===== config.mk =====
export PLATFORM = sky130hd
export DESIGN_NAME = l1_act_ctrl
export DESIGN_NICKNAME = d
export VERILOG_FILES = /design/src/rtl/l1_act_pkg.sv /design/src/rtl/l1_clk_monitor.sv /design/src/rtl/l1_ci_filter.sv /design/src/rtl/l1_irq_ctrl.sv /design/src/rtl/l1_act_ctrl.sv
export SDC_FILE = /design/constraint.sdc
export NUM_CORES = 1
export LEC_CHECK = 0
export BUFFER_PORTS_ARGS = -buffer_cell sky130_fd_sc_hd__clkbuf_2
export CAP_MARGIN = 20
export CORE_ASPECT_RATIO = 1.25
export CORE_MARGIN = 5
export CORE_UTILIZATION = 35
export CTS_CLUSTER_DIAMETER = 60
export CTS_CLUSTER_SIZE = 30
export DETAILED_ROUTE_END_ITERATION = 10
export GPL_ROUTABILITY_DRIVEN = 0
export PLACE_DENSITY = 0.69
export SKIP_LAST_GASP = 1
export SLEW_MARGIN = 20
export SYNTH_ARGS = -nofsm -noshare
export SYNTH_HDL_FRONTEND = slang
export SYNTH_SLANG_ARGS = --single-unit

===== constraint.sdc =====
create_clock -name clk -period 1.4 [get_ports clk]
set_input_delay 0.21 -clock clk [delete_from_list [all_inputs] [get_ports clk]]
set_output_delay 0.21 -clock clk [all_outputs]
set_load 0.05 [all_outputs]

===== src/rtl/l1_act_pkg.sv =====
package l1_act_pkg;
  localparam int CI_W = 4;
  localparam logic [CI_W-1:0] CI_TIMING = 4'h0;
  localparam logic [CI_W-1:0] CI_IDLE   = 4'hF;

  typedef enum logic [1:0] {
    ST_DEACT = 2'd0,
    ST_AWAIT = 2'd1,
    ST_UP    = 2'd2
  } link_st_e;
endpackage


===== src/rtl/l1_clk_monitor.sv =====
module l1_clk_monitor #(
  parameter int TIMEOUT = 256,
  parameter int SYNC_STAGES = 2
) (
  input  logic clk,
  input  logic rst_n,
  input  logic bus_clk_in,
  output logic present
);
  localparam int CW = (TIMEOUT > 1) ? $clog2(TIMEOUT) : 1;
  localparam logic [CW-1:0] LAST = CW'(TIMEOUT - 1);

  logic [SYNC_STAGES:0] sync_q;
  logic [CW-1:0]        idle_cnt;
  logic                 edge_seen;

  always_ff @(posedge clk or negedge rst_n) begin
    if (!rst_n) sync_q <= '0;
    else        sync_q <= {sync_q[SYNC_STAGES-1:0], bus_clk_in};
  end

  assign edge_seen = sync_q[SYNC_STAGES-1] & ~sync_q[SYNC_STAGES];

  always_ff @(posedge clk or negedge rst_n) begin
    if (!rst_n) begin
      idle_cnt <= '0;
      present  <= 1'b0;
    end else if (edge_seen) begin
      idle_cnt <= '0;
      present  <= 1'b1;
    end else if (present) begin
      if (idle_cnt == LAST) begin
        present  <= 1'b0;
        idle_cnt <= '0;
      end else begin
        idle_cnt <= idle_cnt + 1'b1;
      end
    end
  end
endmodule


===== src/rtl/l1_ci_filter.sv =====
module l1_ci_filter
  import l1_act_pkg::*;
(
  input  logic            clk,
  input  logic            rst_n,
  input  logic            present,
  input  logic            frame_stb,
  input  logic [CI_W-1:0] rx_ci,
  output logic            ind_evt,
  output logic [CI_W-1:0] ind_code
);
  logic [CI_W-1:0] prev_code;
  logic            prev_vld;
  logic            acc_vld;
  logic            stable;

  assign stable  = present && frame_stb && prev_vld && (rx_ci == prev_code);
  assign ind_evt = stable && (!acc_vld || (rx_ci != ind_code));

  always_ff @(posedge clk or negedge rst_n) begin
    if (!rst_n) begin
      prev_code <= CI_IDLE;
      prev_vld  <= 1'b0;
      acc_vld   <= 1'b0;
      ind_code  <= CI_IDLE;
    end else if (!present) begin
      prev_vld  <= 1'b0;
      acc_vld   <= 1'b0;
      ind_code  <= CI_IDLE;
    end else if (frame_stb) begin
      prev_code <= rx_ci;
      prev_vld  <= 1'b1;
      if (ind_evt) begin
        ind_code <= rx_ci;
        acc_vld  <= 1'b1;
      end
    end
  end
endmodule


===== src/rtl/l1_irq_ctrl.sv =====
module l1_irq_ctrl (
  input  logic clk,
  input  logic rst_n,
  input  logic set_evt,
  input  logic clr,
  input  logic en,
  output logic pending,
  output logic irq
);
  always_ff @(posedge clk or negedge rst_n) begin
    if (!rst_n)       pending <= 1'b0;
    else if (set_evt) pending <= 1'b1;
    else if (clr)     pending <= 1'b0;
  end

  assign irq = pending & en;
endmodule


===== src/rtl/l1_act_ctrl.sv =====
module l1_act_ctrl
  import l1_act_pkg::*;
#(
  parameter int TIMEOUT = 256
) (
  input  logic            clk,
  input  logic            rst_n,
  input  logic            bus_clk_in,
  input  logic            frame_stb,
  input  logic [CI_W-1:0] rx_ci,
  input  logic            host_force,
  input  logic [CI_W-1:0] host_ci,
  input  logic            irq_en,
  input  logic            irq_clr,
  output logic [CI_W-1:0] tx_ci,
  output logic            data_force_low,
  output logic            tx_data_en,
  output logic            link_active,
  output logic            clk_present,
  output logic [CI_W-1:0] ind_code,
  output logic            irq_pending,
  output logic            irq
);
  link_st_e st_q, st_d;
  logic     ind_evt;

  l1_clk_monitor #(.TIMEOUT(TIMEOUT), .SYNC_STAGES(2)) u_clkmon (
    .clk(clk), .rst_n(rst_n), .bus_clk_in(bus_clk_in), .present(clk_present)
  );

  l1_ci_filter u_filt (
    .clk(clk), .rst_n(rst_n), .present(clk_present), .frame_stb(frame_stb),
    .rx_ci(rx_ci), .ind_evt(ind_evt), .ind_code(ind_code)
  );

  l1_irq_ctrl u_irq (
    .clk(clk), .rst_n(rst_n), .set_evt(ind_evt), .clr(irq_clr), .en(irq_en),
    .pending(irq_pending), .irq(irq)
  );

  always_comb begin
    st_d = st_q;
    unique case (st_q)
      ST_DEACT: begin
        if (ind_evt)         st_d = ST_UP;
        else if (host_force) st_d = ST_AWAIT;
      end
      ST_AWAIT: begin
        if (ind_evt)          st_d = ST_UP;
        else if (!host_force) st_d = ST_DEACT;
      end
      ST_UP: begin
        if (!clk_present) st_d = host_force ? ST_AWAIT : ST_DEACT;
      end
      default: st_d = ST_DEACT;
    endcase
  end

  always_ff @(posedge clk or negedge rst_n) begin
    if (!rst_n) st_q <= ST_DEACT;
    else        st_q <= st_d;
  end

  assign link_active    = (st_q == ST_UP);
  assign data_force_low = host_force;
  assign tx_data_en     = link_active && !host_force;

  always_comb begin
    if (host_force)       tx_ci = CI_TIMING;
    else if (link_active) tx_ci = host_ci;
    else                  tx_ci = CI_IDLE;
  end
endmodule


Word level (Yosys, flattened, before mapping)

Cells that the tools add are included.

Bits in registers: 25

Add/subtract/negate cells: 1
Equal/unequal tests: 10
Mux-type cells: 25
Bitwise gates (word level): 3
Reductions and logical operators: 14

Operator list:

| operator            | number |
|---|---|
| $mux 8              | 3 |
| $mux 4              | 5 |
| $mux 1              | 11 |
| $mux 2              | 5 |
| $add 8x1->8 const B | 1 |
| $eq 8x8->1 const B  | 1 |
| $ne 2x2->1 const B  | 3 |
| $ne 3x3->1 const B  | 2 |
| $pmux 2 s3          | 1 |
| $logic_and 1x1->1   | 5 |
| $eq 4x4->1          | 1 |
| $ne 4x4->1          | 1 |
| $reduce_and 2->1    | 2 |
| $reduce_bool 2->1   | 2 |
| $reduce_and 3->1    | 1 |
| $and 1x1->1         | 2 |
| $eq 2x1->1 const B  | 1 |
| $eq 2x2->1 const B  | 1 |
| $logic_not 1->1     | 2 |
| $logic_not 2->1     | 1 |
| $logic_or 1x1->1    | 1 |
| $not 1->1           | 1 |

Longest topological paths before layout

Gate-level depths: netlist (run 1).

Depth after elaboration: 7
Gate-level depth with buffers: 6
Depth with buffers taken out: 6

Hierarchy

From an unflattened synthesis (run 1), not the netlist that was laid out.

Cell total of the unflattened synthesis: 115
Area total of the unflattened synthesis: 1249.9 sq um

By module, submodules not included:

| module         | times used | cells each | area an instance (sq um) | sequential area each (sq um) |
|---|---|---|---|---|
| l1_clk_monitor | 1          | 51         | 541.8                    | 300.3 |
| l1_ci_filter   | 1          | 41         | 525.5                    | 260.2 |
| l1_act_ctrl    | 1          | 19         | 140.1                    | 50.0 |
| l1_irq_ctrl    | 1          | 4          | 42.5                     | 25.0 |

Worst setup path after synthesis (run 1)

No wires, ideal clock.

Path kind: flip-flop to flip-flop
From: register u_clkmon.present
To: register u_filt.ind_code[0]
Data arrival time: 1.632 ns
Data required time: 1.318 ns
Slack: -0.314 ns
Cell stages (with the launch flop): 6
Buffers on the path: 0
Clock period less this slack: 1.714 ns
Path through: dfrtp_1 -> nand2_4 -> nor2_2 -> nand3_2 -> nor2_4 -> mux2_4

Cells in the longest elaborated chain, start to end: 6
Elaborated cells on any way between the ends: 8
Those cells by class: eq/ne: 2; mux: 1; reduce/logical: 5

Ends and longest elaborated chain:

| item                              | RTL line             | RTL |
|---|---|---|
| from (decl)                       | l1_clk_monitor.sv:8  | `output logic present` |
| from (signal assigned)            | l1_clk_monitor.sv:27 | `present <= 1'b0;` |
| from (signal assigned)            | l1_clk_monitor.sv:30 | `present <= 1'b1;` |
| from (signal assigned)            | l1_clk_monitor.sv:33 | `present <= 1'b0;` |
| $logic_and 1x1->1 (3 in a row)    | l1_ci_filter.sv:17   | `assign stable = present && frame_stb && prev_vld && (rx_ci == prev_code);` |
| $logic_and 1x1->1                 | l1_ci_filter.sv:18   | `assign ind_evt = stable && (!acc_vld \|\| (rx_ci != ind_code));` |
| $ne 2x2->1 (no source line)       | -                    |  |
| $reduce_and 2->1 (no source line) | -                    |  |
| to (signal assigned)              | l1_ci_filter.sv:34   | `ind_code <= rx_ci;` |
| to (decl)                         | l1_ci_filter.sv:10   | `output logic [CI_W-1:0] ind_code` |

Parallel ways exist; a longest one is shown, timed or not.
A chain may end at the register's enable or synchronous reset.

Final worst setup path (run 1)

From: register u_filt.prev_code[3]
To: register u_filt.ind_code[0]

Cells in the longest elaborated chain, start to end: 5

Ends and longest elaborated chain:

| item                              | RTL line           | RTL |
|---|---|---|
| from (decl)                       | l1_ci_filter.sv:12 | `logic [CI_W-1:0] prev_code;` |
| from (signal assigned)            | l1_ci_filter.sv:31 | `prev_code <= rx_ci;` |
| $eq 4x4->1                        | l1_ci_filter.sv:17 |  |
| $logic_and 1x1->1                 | l1_ci_filter.sv:17 |  |
| $logic_and 1x1->1                 | l1_ci_filter.sv:18 |  |
| $ne 2x2->1 (no source line)       | -                  |  |
| $reduce_and 2->1 (no source line) | -                  |  |

Every way passes these cells.

==> results_dict.tcl, run 1 <==
set metrics [dict create \
    synth.largest_area_cell "sky130_fd_sc_hd__dfrtp_1" \
    final_cell_count_no_fill 208 \
    final_critical_path_setup_slack_ps -110 \
    largest_net_degree_at_the_start_of_global_routing 26 \
    timing.clock.skew_ps 3.43 \
    post-place-cells 195 \
    path_clk_slew_ps 80 \
    timing.fmax_mhz 662 \
    wl_per_cell_um 14.4 \
    tightestPinTransition_ps 611 \
    detailedRoute.firstPassIterationCount 4 \
    syn-num-nets 130 \
    cap_violations 0 \
    drt_wl_total_um 2990 \
    synth_xor_area_frac 0.0688 \
    worst_path_largest_cell_delay_ps 540 \
    worstSetupEndpointType "register" \
    cts_num_sinks 25 \
    cp_slowest_cell "sky130_fd_sc_hd__dfstp_2" \
    fp.dieH_um 77.4 \
    globalRouteMet2Util 0.218 \
    grt_first_pass_wirelength_um 4790 \
    final_count_of_hold_timing_violations 0 \
    share_of_the_synthesized_area_in_the_top_cell_type 0.334 \
    synth_area_per_cell_um2 11.2 \
    area.growth.synth_to_final_pct 49.9 \
    yosys.area_share.adder 0.00982 \
    remaining_drc_errors 0 \
    p_leak_nw 0.839 \
    global_route.usage.met1 0.128 \
    drt_initial_violations 25 \
    cts_tree "yes" \
    h_tree_depth 1 \
    syn_area_mm2 0.00127 \
    proportion_of_synthesized_area_in_mux_cells 0.0914 \
    layout-drive-gt1-share 0.609 \
    synth_compound_gate_area_share 0.0766 \
    min-delay-path-class "in -> reg" \
    clk_root_buffer_cell "sky130_fd_sc_hd__clkbuf_8" \
    hpwl_um 2090 \
    pin_count 29 \
    seq_total_area_yosys 0.499 \
    antenna_violations_before_repair 0 \
    final-setup-viol-count 15 \
    via_count_of_the_first_global_routing_pass 1107 \
    timing.critical_path.cells "xor2_1, nor3_2, nand3_2, nor2_4, mux2_4" \
    final_nets 186 \
    route.detailed.vias_per_inst 4.94 \
    post-route-min-period_ps 1510 \
    final_setup_tns_ps -651 \
    slew_violations 0 \
    synth-seq-cells 25 \
    route.vias.total 1028 \
    core_area_mm2 0.00351 \
    top_library_cells_by_usage_in_the_layout_fill_and_taps_aside "sky130_fd_sc_hd__buf_4 (21), sky130_fd_sc_hd__clkbuf_2 (19), sky130_fd_sc_hd__dfrtp_1 (15)" \
    power.density_cell_area_mw_per_mm2 1290 \
    grt_setup_unrepaired "true" \
    cp_max_fo 6 \
    grt_usage 0.117 \
    fin_crit_sh 1.08 \
    simple_gate_portion_of_the_synthesized_area 0.239 \
    met3_usage 0.0231 \
    buffer_ports.inserted 28 \
    numCtsBuffers 3 \
    max-slew-margin-rel 0.592 \
    n_antenna_cell 0 \
    route.antenna.remaining_nets 0 \
    clk_latency_ps 260 \
    layout_commonest_cell "sky130_fd_sc_hd__buf_4" \
    crit_arrival_ps 1710 \
    violations_in_the_final_reports "negative setup slack" \
    vdd_drop_max_v 0.000996 \
    die_width_um 64.0 \
    yosysWarnings 0 \
    clock_path_buffers 2 \
    grt.overflow.total 0 \
    kind_of_launch_point_of_the_worst_setup_path "register" \
    dominant_combinational_cell_family_by_area_after_synthesis "simple AND/OR/NAND/NOR gates" \
    netlist_instances 114 \
    area_enclosed_by_the_die_boundary_mm2 0.00495 \
    run_status "finished with violations" \
    busiest_layer_in_global_routing "met2" \
    worst_ep_required_time_ps 1600 \
    worst-setup-path-type "reg -> reg" \
    initial_utilization 0.363 \
    placementRows 24 \
    top_post_synthesis_cells_by_area "sky130_fd_sc_hd__dfrtp_1 (33%), sky130_fd_sc_hd__dfstp_2 (17%), sky130_fd_sc_hd__xor2_1 (6.2%), sky130_fd_sc_hd__nor2_1 (5.0%), sky130_fd_sc_hd__mux2_2 (4.4%)" \
    synth.distinct_cells 37 \
]
cells by family (layout without fill, tap and decap cells):
family,Yosys count,in the layout
AO/OA/AOI/OAI,12,12
XOR/XNOR,10,10
adder cells (fa/ha/maj),1,1
buffers and inverters,4,59
flip-flops,25,25
multiplexers,10,10
AND/OR/NAND/NOR,52,52
layout make-up:
| type | count | area [µm²] |
|---|---|---|
| clock inverters | 1 | 5.00 |
| well taps | 39 | 48.8 |
| repair buffers | 53 | 405 |
| fillers | 299 | 1600 |
| multi-input cells | 85 | 763 |
| flip-flops and latches | 25 | 638 |
| inverters | 2 | 7.51 |
| clock buffers | 3 | 41.3 |
flip-flops by register name, summed over array words and instances, names as in the netlist, 2 cells and up:
signal / flops
u_clkmon.idle_cnt: 8
u_filt.prev_code: 4
u_filt.ind_code: 4
st_q: 2
u_clkmon.sync_q: 3
report_power, final:
part           internal (mW)  switching [mW]  total (mW)
clock                  0.199           0.222       0.421
combinational          0.449           0.547       0.997
sequential             0.903           0.141        1.04
total                   1.55           0.911        2.46
per-layer routing:
| layer | up-vias | part of all wire | wire length [µm] |
|---|---|---|---|
| li1 | 500 | - | - |
| met1 | 494 | 0.35 | 1050 |
| met2 | 30 | 0.58 | 1740 |
| met3 | 4 | 0.059 | 177 |
| met4 | 0 | 0.0087 | 26 |
| met5 | - | 0 | 0 |
worst paths after layout:
| path | slack [ps] | depth (start not counted) | startpoint | end |
|---|---|---|---|---|
| min in group asynchronous | 480 | 2 | rst_n | u_clkmon.idle_cnt[1] |
| max in group asynchronous | 490 | 2 | rst_n | st_q[1] |
| worst max-delay path | -110 | 5 | u_filt.prev_code[3] | u_filt.ind_code[0] |
| worst min register to register | 360 | 0 | u_clkmon.sync_q[0] | u_clkmon.sync_q[1] |
| worst max register to register | -110 | 5 | u_filt.prev_code[3] | u_filt.ind_code[0] |
| worst min-delay path | 50 | 1 | bus_clk_in | u_clkmon.sync_q[0] |
repair_timing:
item,CTS,global route
hold buffers,1,0
pin swaps,10,7
setup buffers,2,6
endpoints found under the setup margin,20,20
resized for setup,23,30
hold endpoints to repair,17,0
synth_stat cells:
master	instances
sky130_fd_sc_hd__a31oi_1	2
sky130_fd_sc_hd__nor2_2	2
sky130_fd_sc_hd__o21a_1	2
sky130_fd_sc_hd__or2b_1	1
sky130_fd_sc_hd__ha_1	1
sky130_fd_sc_hd__mux2_4	2
sky130_fd_sc_hd__nor2_4	1
sky130_fd_sc_hd__or3_1	2
sky130_fd_sc_hd__nor4_4	1
sky130_fd_sc_hd__nand3_2	2
sky130_fd_sc_hd__nand2_4	1
sky130_fd_sc_hd__buf_2	1
sky130_fd_sc_hd__o32ai_1	1
sky130_fd_sc_hd__nand2b_1	5
sky130_fd_sc_hd__xnor2_1	1
sky130_fd_sc_hd__o31ai_4	1
sky130_fd_sc_hd__a21oi_1	2
sky130_fd_sc_hd__xor2_1	9
sky130_fd_sc_hd__dfstp_2	8
sky130_fd_sc_hd__o22ai_1	1
sky130_fd_sc_hd__a22o_1	1
sky130_fd_sc_hd__nor2_1	17
sky130_fd_sc_hd__nand2_1	7
sky130_fd_sc_hd__nand3b_1	3
sky130_fd_sc_hd__inv_1	2
sky130_fd_sc_hd__a21o_1	1
sky130_fd_sc_hd__nand3_1	2
sky130_fd_sc_hd__and2_1	1
sky130_fd_sc_hd__nand4_1	1
sky130_fd_sc_hd__nor2b_1	3
sky130_fd_sc_hd__and3_1	2
sky130_fd_sc_hd__nor3_2	1
sky130_fd_sc_hd__mux2_2	5
sky130_fd_sc_hd__mux2i_1	3
sky130_fd_sc_hd__o31ai_1	1
sky130_fd_sc_hd__buf_4	1
sky130_fd_sc_hd__dfrtp_1	17
critical path: cells and delay by family (launching register included):
family	cells	cell delay, ps
simple gates	3	510
flops	1	540
xor+xnor	1	70
mux	1	320
stage by stage:
stage	instance area (µm²)	util	setup WS [ps]	hold WS [ps]	total power, mW
6_report	1910	0.543	-110	49.7	2.46
3_3_place_gp	1590	0.454	-108	246	1.86
4_1_cts	1770	0.503	-130	41.6	2.42
2_1_floorplan	1300	-	-269	-85.6	1.61
5_1_grt	1910	0.543	-191	40.3	2.58
3_5_place_dp	1590	0.454	-149	250	1.89
(Power assumes the default switching activity.)
==> run 2, diff against run 1 <==
--- a/config.mk
+++ b/config.mk
@@ -14,7 +14,7 @@
 export CTS_CLUSTER_SIZE = 30
 export DETAILED_ROUTE_END_ITERATION = 10
 export GPL_ROUTABILITY_DRIVEN = 0
-export PLACE_DENSITY = 0.69
+export PLACE_DENSITY = 0.67
 export SKIP_LAST_GASP = 1
 export SLEW_MARGIN = 20
 export SYNTH_ARGS = -nofsm -noshare
==> constraint.sdc (replaced) <==
create_clock -name clk -period 1.6 [get_ports clk]
set_input_delay 0.24 -clock clk [delete_from_list [all_inputs] [get_ports clk]]
set_output_delay 0.24 -clock clk [all_outputs]
set_load 0.05 [all_outputs]
==> results_dict.tcl, run 2 (synthesized netlist as in run 1, its figures left out) <==
set metrics [dict create \
    slew_violations 0 \
    clk_root_buffer_cell "sky130_fd_sc_hd__clkbuf_8" \
    n_antenna_cell 0 \
    kind_of_launch_point_of_the_worst_setup_path "register" \
    seqPwrFrac 0.466 \
    clock_path_buffers 2 \
    core_area_mm2 0.00351 \
    p_leak_nw 0.728 \
    max-slew-margin-rel 0.581 \
    final-setup-viol-count 0 \
    grt_setup_unrepaired "true" \
    final_cell_count_no_fill 191 \
    remaining_drc_errors 0 \
    wl_per_cell_um 12.9 \
    grt_usage 0.106 \
    path_clk_slew_ps 90 \
    hpwl_um 1850 \
    cp_max_fo 7 \
    layout_commonest_cell "sky130_fd_sc_hd__clkbuf_2" \
    crit_arrival_ps 1690 \
    h_tree_depth 1 \
    power_report.internal_total_mw 1.22 \
    cap_violations 0 \
    route.vias.total 938 \
    total_power_mw 1.92 \
    clk_latency_ps 260 \
    top_library_cells_by_usage_in_the_layout_fill_and_taps_aside "sky130_fd_sc_hd__clkbuf_2 (25), sky130_fd_sc_hd__nor2_1 (17), sky130_fd_sc_hd__dfrtp_1 (16), sky130_fd_sc_hd__xor2_1 (8), sky130_fd_sc_hd__dfstp_2 (8)" \
    cts_tree "yes" \
    antenna_violations_before_repair 0 \
    largest_net_degree_at_the_start_of_global_routing 26 \
    final_nets 169 \
    drt_initial_violations 14 \
    worst_path_largest_cell_delay_ps 380 \
    final_count_of_hold_timing_violations 0 \
    route.detailed.vias_per_inst 4.91 \
    detailedRoute.firstPassIterationCount 4 \
    p_sw_mw 0.704 \
    fp.dieH_um 77.4 \
    layout_top_registers "u_clkmon.idle_cnt (8), u_filt.ind_code (4), u_filt.prev_code (4)" \
    post-place-cells 182 \
    numCtsBuffers 3 \
    cts_num_sinks 25 \
    worst-setup-path-type "reg -> reg" \
    drt_wl_total_um 2470 \
    via_count_of_the_first_global_routing_pass 970 \
    timing.fmax_mhz 649 \
    tightestPinTransition_ps 629 \
    switching_share 0.367 \
    grt.overflow.total 0 \
    area_enclosed_by_the_die_boundary_mm2 0.00495 \
    combinational_power_share 0.345 \
    worst_ep_required_time_ps 1750 \
    buffer_ports.inserted 28 \
    pin_count 29 \
    timing.critical_path.cells "ha_2, nand3_2, o31ai_4, nor2_4, a21o_1, a22o_1" \
    timing.clock.skew_ps 6.10 \
    area.growth.synth_to_final_pct 24.7 \
    fin_crit_sh 0.963 \
    route.antenna.remaining_nets 0 \
    min-delay-path-class "in -> reg" \
    post-route-min-period_ps 1540 \
    initial_utilization 0.363 \
    worstSetupEndpointType "register" \
    cp_slowest_cell "sky130_fd_sc_hd__dfrtp_1" \
    placementRows 24 \
    largest_register "u_clkmon.idle_cnt" \
    die_width_um 64.0 \
    vdd_drop_max_v 0.00100 \
    layout-drive-gt1-share 0.441 \
    largest_register_ff_count 8 \
    final_setup_tns_ps 0 \
    clkPwrFrac 0.189 \
    run_status "complete, no violations" \
    grt_first_pass_wirelength_um 4330 \
    power.density_cell_area_mw_per_mm2 1210 \
]
run 2: cell types whose count changed in the layout (fill, tap and decap cells not counted), sizes merged:
| cell | change |
|---|---|
| buf | -23 |
| clkbuf | +6 |
run 2: layout make-up:
| cell class | count | area [µm²] |
|---|---|---|
| repair buffers | 36 | 208 |
| fillers | 327 | 1930 |
| clock buffers | 3 | 41.3 |
| well taps | 39 | 48.8 |
| flip-flops and latches | 25 | 637 |
| clock inverters | 1 | 5.00 |
| inverters | 2 | 7.51 |
| multi-input cells | 85 | 641 |
run 2: critical path: cells and delay by family, from the launching register on:
family,cells,cell delay [ps]
DFF,1,380
and+or+nand+nor,2,190
adders and majority gates,1,190
AOI/OAI and AO/OA,3,670
run 2: layer usage:
layer / vias to the layer above / global-route usage / wire length, µm / share of wire
li1: 465 / - / - / -
met4: 0 / 0.0333 / 34 / 0.014
met5: - / 0 / 0 / 0
met2: 31 / 0.177 / 1150 / 0.46
met1: 438 / 0.132 / 1080 / 0.44
met3: 4 / 0.0275 / 210 / 0.085
run 2: repair_timing:
action / in CTS / in global routing
gates cloned: 0 / 0
gates resized for setup: 0 / 8
endpoints found under the setup margin: 1 / 9
buffers inserted: 0 / 4
hold buffers: 1 / 0
pin swaps: 1 / 3
hold endpoints to repair: 17 / 0
run 2: per-stage QoR:
step           cell area [µm²]   util  worst slack, ps  hold WS, ps
2_1_floorplan             1280      -            -69.4        -55.6
3_3_place_gp              1480  0.422             48.1          268
3_5_place_dp              1480  0.422            -22.2          284
4_1_cts                   1540  0.438             8.98         67.3
5_1_grt                   1590  0.452            -48.4         65.3
6_report                  1590  0.452             59.4         76.1
run 2: power by group through the flow:
stage | registers [mW] | logic, mW | clock network (mW)
6_report | 0.895 | 0.664 | 0.363
2_1_floorplan | 1.06 | 0.340 | 0
4_1_cts | 0.896 | 0.656 | 0.382
3_3_place_gp | 0.900 | 0.639 | 0
3_5_place_dp | 0.908 | 0.652 | 0
5_1_grt | 0.919 | 0.722 | 0.414
run 2: worst paths after layout:
kind                                      startpoint                   end  slack [ps]  cells after the start
worst max-delay path            u_clkmon.idle_cnt[1]  u_clkmon.idle_cnt[7]          60                      6
worst min-delay path                      bus_clk_in    u_clkmon.sync_q[0]          80                      1
worst max register to register  u_clkmon.idle_cnt[1]  u_clkmon.idle_cnt[7]          60                      6
worst min register to register    u_clkmon.sync_q[0]    u_clkmon.sync_q[1]         350                      0
max in group asynchronous                      rst_n      u_clkmon.present         640                      2
min in group asynchronous                      rst_n  u_clkmon.idle_cnt[5]         520                      2
